--- config.mk ---
export PLATFORM = sky130hd
export DESIGN_NAME = prio_irq_ctrl
export DESIGN_NICKNAME = d
export VERILOG_FILES = /design/src/rtl/prio_irq_pkg.sv /design/src/rtl/prio_irq_regs.sv /design/src/rtl/prio_irq_arb.sv /design/src/rtl/prio_irq_stack.sv /design/src/rtl/prio_irq_ctrl.sv
export SDC_FILE = /design/constraint.sdc
export NUM_CORES = 1
export LEC_CHECK = 0
export ABC_CLOCK_PERIOD_IN_PS = 12300
export BUFFER_PORTS_ARGS = -buffer_cell sky130_fd_sc_hd__buf_2
export CORE_UTILIZATION = 60
export DETAILED_ROUTE_END_ITERATION = 10
export PLACE_DENSITY = 0.78
export SYNTH_ARGS = -nofsm -noshare
export SYNTH_HDL_FRONTEND = slang
export SYNTH_HIERARCHICAL = 1
export SYNTH_SLANG_ARGS = --single-unit
--- constraint.sdc ---
create_clock -name clk -period 12.3 [get_ports clk]
set_clock_uncertainty 0.2 [all_clocks]
set_input_delay 0 -clock clk [delete_from_list [all_inputs] [get_ports clk]]
set_output_delay 0 -clock clk [all_outputs]
set_load 0.005 [all_outputs]
--- src/rtl/prio_irq_pkg.sv ---
package prio_irq_pkg;
  localparam int PRIO_W = 4;
  localparam int VEC_W  = 9;

  typedef struct packed {
    logic              valid;
    logic [PRIO_W-1:0] lvl;
    logic [VEC_W-1:0]  idx;
  } cand_t;

  // left operand always covers lower source indices, so it keeps ties
  function automatic cand_t pick(cand_t a, cand_t b);
    if (!b.valid) return a;
    if (!a.valid) return b;
    if (b.lvl > a.lvl) return b;
    return a;
  endfunction
endpackage

--- src/rtl/prio_irq_regs.sv ---
module prio_irq_regs
  import prio_irq_pkg::*;
#(
  parameter int NUM_SRC = 24,
  parameter int ADDR_W  = $clog2(NUM_SRC) + 1
) (
  input  logic              clk,
  input  logic              rst_n,
  input  logic              we,
  input  logic [ADDR_W-1:0] addr,
  input  logic [PRIO_W-1:0] wdata,
  output logic [PRIO_W-1:0] lvl [NUM_SRC],
  output logic [PRIO_W-1:0] rd_src
);
  logic src_space;
  assign src_space = !addr[ADDR_W-1];

  for (genvar k = 0; k < NUM_SRC; k++) begin : g_src
    logic hit;
    assign hit = src_space && (addr == ADDR_W'(k));
    always_ff @(posedge clk) begin
      if (!rst_n)        lvl[k] <= '0;
      else if (we && hit) lvl[k] <= wdata;
    end
  end

  always_comb begin
    rd_src = '0;
    for (int k = 0; k < NUM_SRC; k++)
      if (src_space && addr == ADDR_W'(k)) rd_src = lvl[k];
  end
endmodule

--- src/rtl/prio_irq_arb.sv ---
module prio_irq_arb
  import prio_irq_pkg::*;
#(
  parameter int NUM_SRC = 24
) (
  input  logic [NUM_SRC-1:0] req,
  input  logic [PRIO_W-1:0]  lvl [NUM_SRC],
  output cand_t              win
);
  localparam int LEAVES = 1 << $clog2(NUM_SRC);
  localparam int NODES  = 2 * LEAVES - 1;

  cand_t node [NODES];

  for (genvar j = 0; j < LEAVES; j++) begin : g_leaf
    if (j < NUM_SRC) begin : g_real
      assign node[LEAVES-1+j] = '{valid: req[j] && (lvl[j] != '0),
                                  lvl:   lvl[j],
                                  idx:   VEC_W'(j)};
    end else begin : g_pad
      assign node[LEAVES-1+j] = '0;
    end
  end

  for (genvar n = 0; n < LEAVES - 1; n++) begin : g_node
    assign node[n] = pick(node[2*n+1], node[2*n+2]);
  end

  assign win = node[0];
endmodule

--- src/rtl/prio_irq_stack.sv ---
module prio_irq_stack
  import prio_irq_pkg::*;
#(
  parameter int DEPTH = 8
) (
  input  logic              clk,
  input  logic              rst_n,
  input  logic              push,
  input  logic              pop,
  input  logic [PRIO_W-1:0] push_val,
  output logic [PRIO_W-1:0] top_val,
  output logic              empty,
  output logic              full
);
  localparam int CW = $clog2(DEPTH + 1);

  logic [PRIO_W-1:0] slot [DEPTH];
  logic [CW-1:0]     cnt;

  for (genvar k = 0; k < DEPTH; k++) begin : g_slot
    logic [PRIO_W-1:0] below, above;
    if (k == 0) begin : g_first
      assign below = push_val;
    end else begin : g_mid
      assign below = slot[k-1];
    end
    if (k == DEPTH - 1) begin : g_last
      assign above = '0;
    end else begin : g_up
      assign above = slot[k+1];
    end
    always_ff @(posedge clk) begin
      if (!rst_n)    slot[k] <= '0;
      else if (push) slot[k] <= below;
      else if (pop)  slot[k] <= above;
    end
  end

  always_ff @(posedge clk) begin
    if (!rst_n)    cnt <= '0;
    else if (push) cnt <= cnt + 1'b1;
    else if (pop)  cnt <= cnt - 1'b1;
  end

  assign top_val = slot[0];
  assign empty   = (cnt == '0);
  assign full    = (cnt == CW'(DEPTH));

  assert_no_overflow_R9: assert property (@(posedge clk) disable iff (!rst_n)
    push |-> !full);
  assert_no_underflow_R8: assert property (@(posedge clk) disable iff (!rst_n)
    pop |-> !empty);
endmodule

--- src/rtl/prio_irq_ctrl.sv ---
module prio_irq_ctrl
  import prio_irq_pkg::*;
#(
  parameter int NUM_SRC     = 24,
  parameter int STACK_DEPTH = 8,
  parameter int ADDR_W      = $clog2(NUM_SRC) + 1
) (
  input  logic               clk,
  input  logic               rst_n,
  input  logic [NUM_SRC-1:0] irq_src,
  input  logic               reg_we,
  input  logic [ADDR_W-1:0]  reg_addr,
  input  logic [PRIO_W-1:0]  reg_wdata,
  output logic [PRIO_W-1:0]  reg_rdata,
  output logic               cpu_irq_valid,
  input  logic               cpu_irq_ready,
  output logic [VEC_W-1:0]   cpu_irq_vector
);
  localparam int IW = $clog2(NUM_SRC);
  localparam logic [ADDR_W-2:0] OFF_CPR = '0;
  localparam logic [ADDR_W-2:0] OFF_EOI = (ADDR_W-1)'(1);

  logic [PRIO_W-1:0] lvl [NUM_SRC];
  logic [PRIO_W-1:0] rd_src, stk_top, cpr_q;
  logic              stk_empty, stk_full;
  cand_t             win;
  logic              ctrl_sel, hs, cpr_wr, eoi;
  logic [ADDR_W-2:0] ctrl_off;
  logic [IW-1:0]     win_src;

  prio_irq_regs #(.NUM_SRC(NUM_SRC), .ADDR_W(ADDR_W)) u_regs (
    .clk(clk), .rst_n(rst_n), .we(reg_we), .addr(reg_addr),
    .wdata(reg_wdata), .lvl(lvl), .rd_src(rd_src));

  prio_irq_arb #(.NUM_SRC(NUM_SRC)) u_arb (
    .req(irq_src), .lvl(lvl), .win(win));

  assign ctrl_sel = reg_addr[ADDR_W-1];
  assign ctrl_off = reg_addr[ADDR_W-2:0];
  assign win_src  = win.idx[IW-1:0];

  assign cpu_irq_valid  = win.valid && (win.lvl > cpr_q) && !stk_full;
  assign cpu_irq_vector = cpu_irq_valid ? win.idx : '0;
  assign hs             = cpu_irq_valid && cpu_irq_ready;

  // a handshake on the same edge discards software priority commands
  assign cpr_wr = reg_we && ctrl_sel && (ctrl_off == OFF_CPR) && !hs;
  assign eoi    = reg_we && ctrl_sel && (ctrl_off == OFF_EOI) && !hs && !stk_empty;

  prio_irq_stack #(.DEPTH(STACK_DEPTH)) u_stack (
    .clk(clk), .rst_n(rst_n), .push(hs), .pop(eoi), .push_val(cpr_q),
    .top_val(stk_top), .empty(stk_empty), .full(stk_full));

  always_ff @(posedge clk) begin
    if (!rst_n)      cpr_q <= '0;
    else if (hs)     cpr_q <= win.lvl;
    else if (eoi)    cpr_q <= stk_top;
    else if (cpr_wr) cpr_q <= reg_wdata;
  end

  always_comb begin
    if (ctrl_sel) reg_rdata = (ctrl_off == OFF_CPR) ? cpr_q : '0;
    else          reg_rdata = rd_src;
  end

  assert_valid_pending_R4: assert property (@(posedge clk) disable iff (!rst_n)
    cpu_irq_valid |-> (irq_src[win_src] && lvl[win_src] > cpr_q));
  assert_level0_silent_R3: assert property (@(posedge clk) disable iff (!rst_n)
    cpu_irq_valid |-> (lvl[win_src] != '0));
  assert_ack_loads_level_R7: assert property (@(posedge clk) disable iff (!rst_n)
    hs |=> (cpr_q == $past(lvl[win_src])));
  assert_eoi_restores_R8: assert property (@(posedge clk) disable iff (!rst_n)
    eoi |=> (cpr_q == $past(stk_top)));
  assert_full_blocks_R9: assert property (@(posedge clk) disable iff (!rst_n)
    stk_full |-> !cpu_irq_valid);
  assert_cpr_write_R10: assert property (@(posedge clk) disable iff (!rst_n)
    cpr_wr |=> (cpr_q == $past(reg_wdata)));
  assert_vector_idle_R11: assert property (@(posedge clk) disable iff (!rst_n)
    !cpu_irq_valid |-> (cpu_irq_vector == '0));
endmodule

==> flow_metrics.env <==
export IMPL_min_path_type="input port to flop"
export IMPL_peakVddDrop_mv=0.08895
export IMPL_synth_top_area_share_pct=17.62
export IMPL_cap_viol_max_count=0
export IMPL_path_clk_slew_ps=70
export IMPL_synth_area_leaders="dfxtp_1 18%, ha_1 10%, edfxtp_1 8.1%"
export IMPL_crit_path_end_kind="flop"
export IMPL_drv_slew=0
export IMPL_ios=52
export IMPL_ant_nets=0
export IMPL_cp_max_fo=17
export IMPL_gp_congestion=1.031
export IMPL_hold_viol=0
export IMPL_arrival_ps=11580
export IMPL_area_delta_synth_final_pct=7.687
export IMPL_sw_frac_of_total_pct=30.76
export IMPL_whs_ps=39.64
export IMPL_antenna_found_initial=0
export IMPL_cts_path_max_buffers=2
export IMPL_r2r_start="u_regs/lvl[85]"
export IMPL_setup_violations=0
export IMPL_ff2ff_path_depth=55
export IMPL_routed_wirelength_um=34640
export IMPL_maxSlewHeadroom_pct=10.99
export IMPL_multi_input_area_um2=8003
export IMPL_worstReg2RegEnd="u_stack/cnt[3]"
export IMPL_drcViolationCount=0
export IMPL_timing_final_crit_share_pct=93.11
export IMPL_ys_seq_elements=136
export IMPL_synth_ff_type="dfxtp_1"
export IMPL_grt_pass1_wl_um=54450
export IMPL_yosysTopAreaCell="dfxtp_1"
export IMPL_wl_per_cell_um=20.72
export IMPL_fmax_mhz=87.31
export IMPL_crit_type="flop to flop"
export IMPL_clock_latency_ps=430
export IMPL_cts_inserted_buffers=17
export IMPL_hold_depth=4
export IMPL_cpMaxStageDelayCell="nor2_1"
export IMPL_synth_avg_cell_area_um2=8.495
export IMPL_rsz0062_at_grt="true"
export IMPL_rrSetupSlack_ps=850
export IMPL_final_common_cell="nand2_1"
export IMPL_drive_gt1_share_pct=10.20
export IMPL_portBuffers=47
export IMPL_h_tree_depth=4
export IMPL_tightest_slew_ps=1317
export IMPL_hold_end="u_regs/lvl[84]"
export IMPL_seqPwrFrac_pct=41.4
export IMPL_rows=50
export IMPL_start_util_pct=62.13
export IMPL_grt_pass1_vias=10287
export IMPL_synthesis_area_um2=11820
export IMPL_dr_pass1_iters=5
export IMPL_synth_distinct_cells=98
export IMPL_status="finished clean"
export IMPL_dp_hpwl_um=24460
export IMPL_period_needed_ps=11450
export IMPL_max_stage_delay_ps=430
export IMPL_synthCells=1391
export IMPL_num_vias=10993
export IMPL_core_um2=19020
export IMPL_synth_edf_count=32
export IMPL_fin_nets=1535
export IMPL_clkSinkCount=136
export IMPL_clkPwrFrac_pct=44.9
export IMPL_power_switching_uw=355.5
export IMPL_drt_iter0_drc=1038
export IMPL_ys_warn_count=6
export IMPL_power_density_nw_per_um2=90.83
export IMPL_die_w_um=142.3
export IMPL_fillers=1622
export IMPL_dpl_worst_slack_ps=826.8
export IMPL_cts_tree="done"
export IMPL_antenna_cells=0
export IMPL_power_frac_comb_pct=13.6
export IMPL_p_leak_uw=0.004972
export IMPL_register_area_um2=3043
export IMPL_overflow=0
export IMPL_yosysSeqAreaShare_pct=25.75
export IMPL_hp_start="reg_we"
export IMPL_die_y_um=142.3
export IMPL_crit_top_cell="ha_1"
export IMPL_clock_root_buffer="clkbuf_16"
export IMPL_layout_common_cells="119 x nand2_1, 104 x dfxtp_1, 99 x inv_1, 97 x ha_1, 94 x o21ai_0"
export IMPL_vias_per_cell=6.575
export IMPL_setup_slack_ps=846.9
export IMPL_synthArstFlopShare_pct=0
export IMPL_grt_use_total_pct=34.49
export IMPL_cp_required_ps=12430
export IMPL_p_int_uw=800.3
export IMPL_cp_start_kind="flop"
export IMPL_grt_max_degree=117
export IMPL_die_area_um2=20260
-- power by group through the flow --
stage	Sequential, uW	Combinational, uW	Clock (uW)
2_1_floorplan	485	111	0
3_3_place_gp	488	149	0
3_5_place_dp	488	151	0
4_1_cts	478	154	525
5_1_grt	480	171	540
6_report	479	158	519
-- metrics by stage --
step | setup TNS (ps) | utilization (%) | instance area [um^2] | total power (uW) | std cells
finish | 0 | 66.91 | 12720 | 1156 | 1672
CTS | 0 | 66.89 | 12720 | 1157 | 1672
floorplan | 0 | - | 11830 | 595.5 | 1394
detailed placement | 0 | 63.30 | 12040 | 639.6 | 1632
global route | -66.21 | 66.91 | 12720 | 1190 | 1672
global placement | 0 | 63.30 | 12040 | 637.0 | 1632
-- synth_stat cells, types with 5 or more instances --
cell type  count
a22oi_1        5
buf_2         13
o21a_1        29
buf_6          8
buf_4         12
clkbuf_1      43
a22o_1        31
a21oi_1       63
ha_1          97
o211ai_1      26
a31oi_1        6
nand2_1      119
nor2_1        49
o22ai_1       13
nand3b_1       5
o21ai_0       94
and2_1        18
edfxtp_1      32
o311ai_0       6
nand2b_1      16
a211oi_1      29
a2111oi_0      5
inv_1         99
dfxtp_1      104
and3_1         9
a21boi_1       7
nand3_1       48
o2bb2ai_1      7
o41a_1        16
a211o_1        7
nor2b_1       60
mux2_2        12
a21boi_0      74
mux2i_1       74
and4_1        10
mux4_2         5
o41ai_1        7
a21o_1        15
nand4_1       18
nor3_1         7
o21ai_1        9
-- logic make-up after synthesis --
group           share of synthesized area (%)
fa+ha+maj                               10.44
flops                                   25.75
mux                                     8.609
xor+xnor                               0.1483
simple gates                            18.32
other cells                           0.03174
buf+inv                                 6.650
compound gates                          30.05
-- what timing repair did --
| action | in CTS | in global routing |
|---|---|---|
| buffers inserted | 0 | 0 |
| gates resized for setup | 0 | 1 |
| hold buffers | 8 | 0 |
| hold endpoints to repair | 77 | 0 |
| endpoints found under the setup margin | 0 | 27 |
-- area by class of cell --
class / instances / share of cell area, %
multi-input combinational: 1081 / 62.89
sequential: 136 / 23.91
clock buffer: 17 / 3.343
timing repair buffer: 63 / 2.950
inverter: 100 / 2.950
tap: 260 / 2.557
clock inverter: 15 / 1.396
-- registers in the layout, indices dropped and copies added (netlist names) --
signal,count
cpr_q,4
u_stack/slot,32
u_regs/lvl,96
u_stack/cnt,4
-- per-layer routing --
| metal | up-vias | wire length, um | global-route usage (%) |
|---|---|---|---|
| met3 | 81 | 2464 | 5.653 |
| met4 | 0 | 1008 | 13.19 |
| met5 | - | 0 | 0 |
| met2 | 435 | 15980 | 56.11 |
| met1 | 5266 | 15190 | 45.70 |
| li1 | 5211 | - | - |
-- critical path, delay by kind of cell, from the launching register on --
kind | cells | cell delay, ps
flip-flops | 1 | 410
buffers and inverters | 4 | 680
AO/OA/AOI/OAI | 25 | 4870
adder cells (fa/ha/maj) | 7 | 2020
multiplexers | 1 | 330
AND/OR/NAND/NOR | 18 | 2790
-- how the worst max path moves through the flow --
stage | endpoint | slack, ps | cells past startpoint | from
floorplan | u_stack/slot[0][0] | 1860 | 52 | u_regs/lvl[77]
global placement | u_stack/slot[0][11] | 1120 | 52 | u_regs/lvl[77]
detailed placement | u_stack/cnt[3] | 830 | 55 | u_regs/lvl[85]
CTS | u_stack/cnt[3] | 790 | 55 | u_regs/lvl[85]
global route | u_stack/cnt[3] | -70 | 55 | u_regs/lvl[77]
finish | u_stack/cnt[3] | 850 | 55 | u_regs/lvl[85]
No activity file was read; power rests on OpenSTA's default activity.
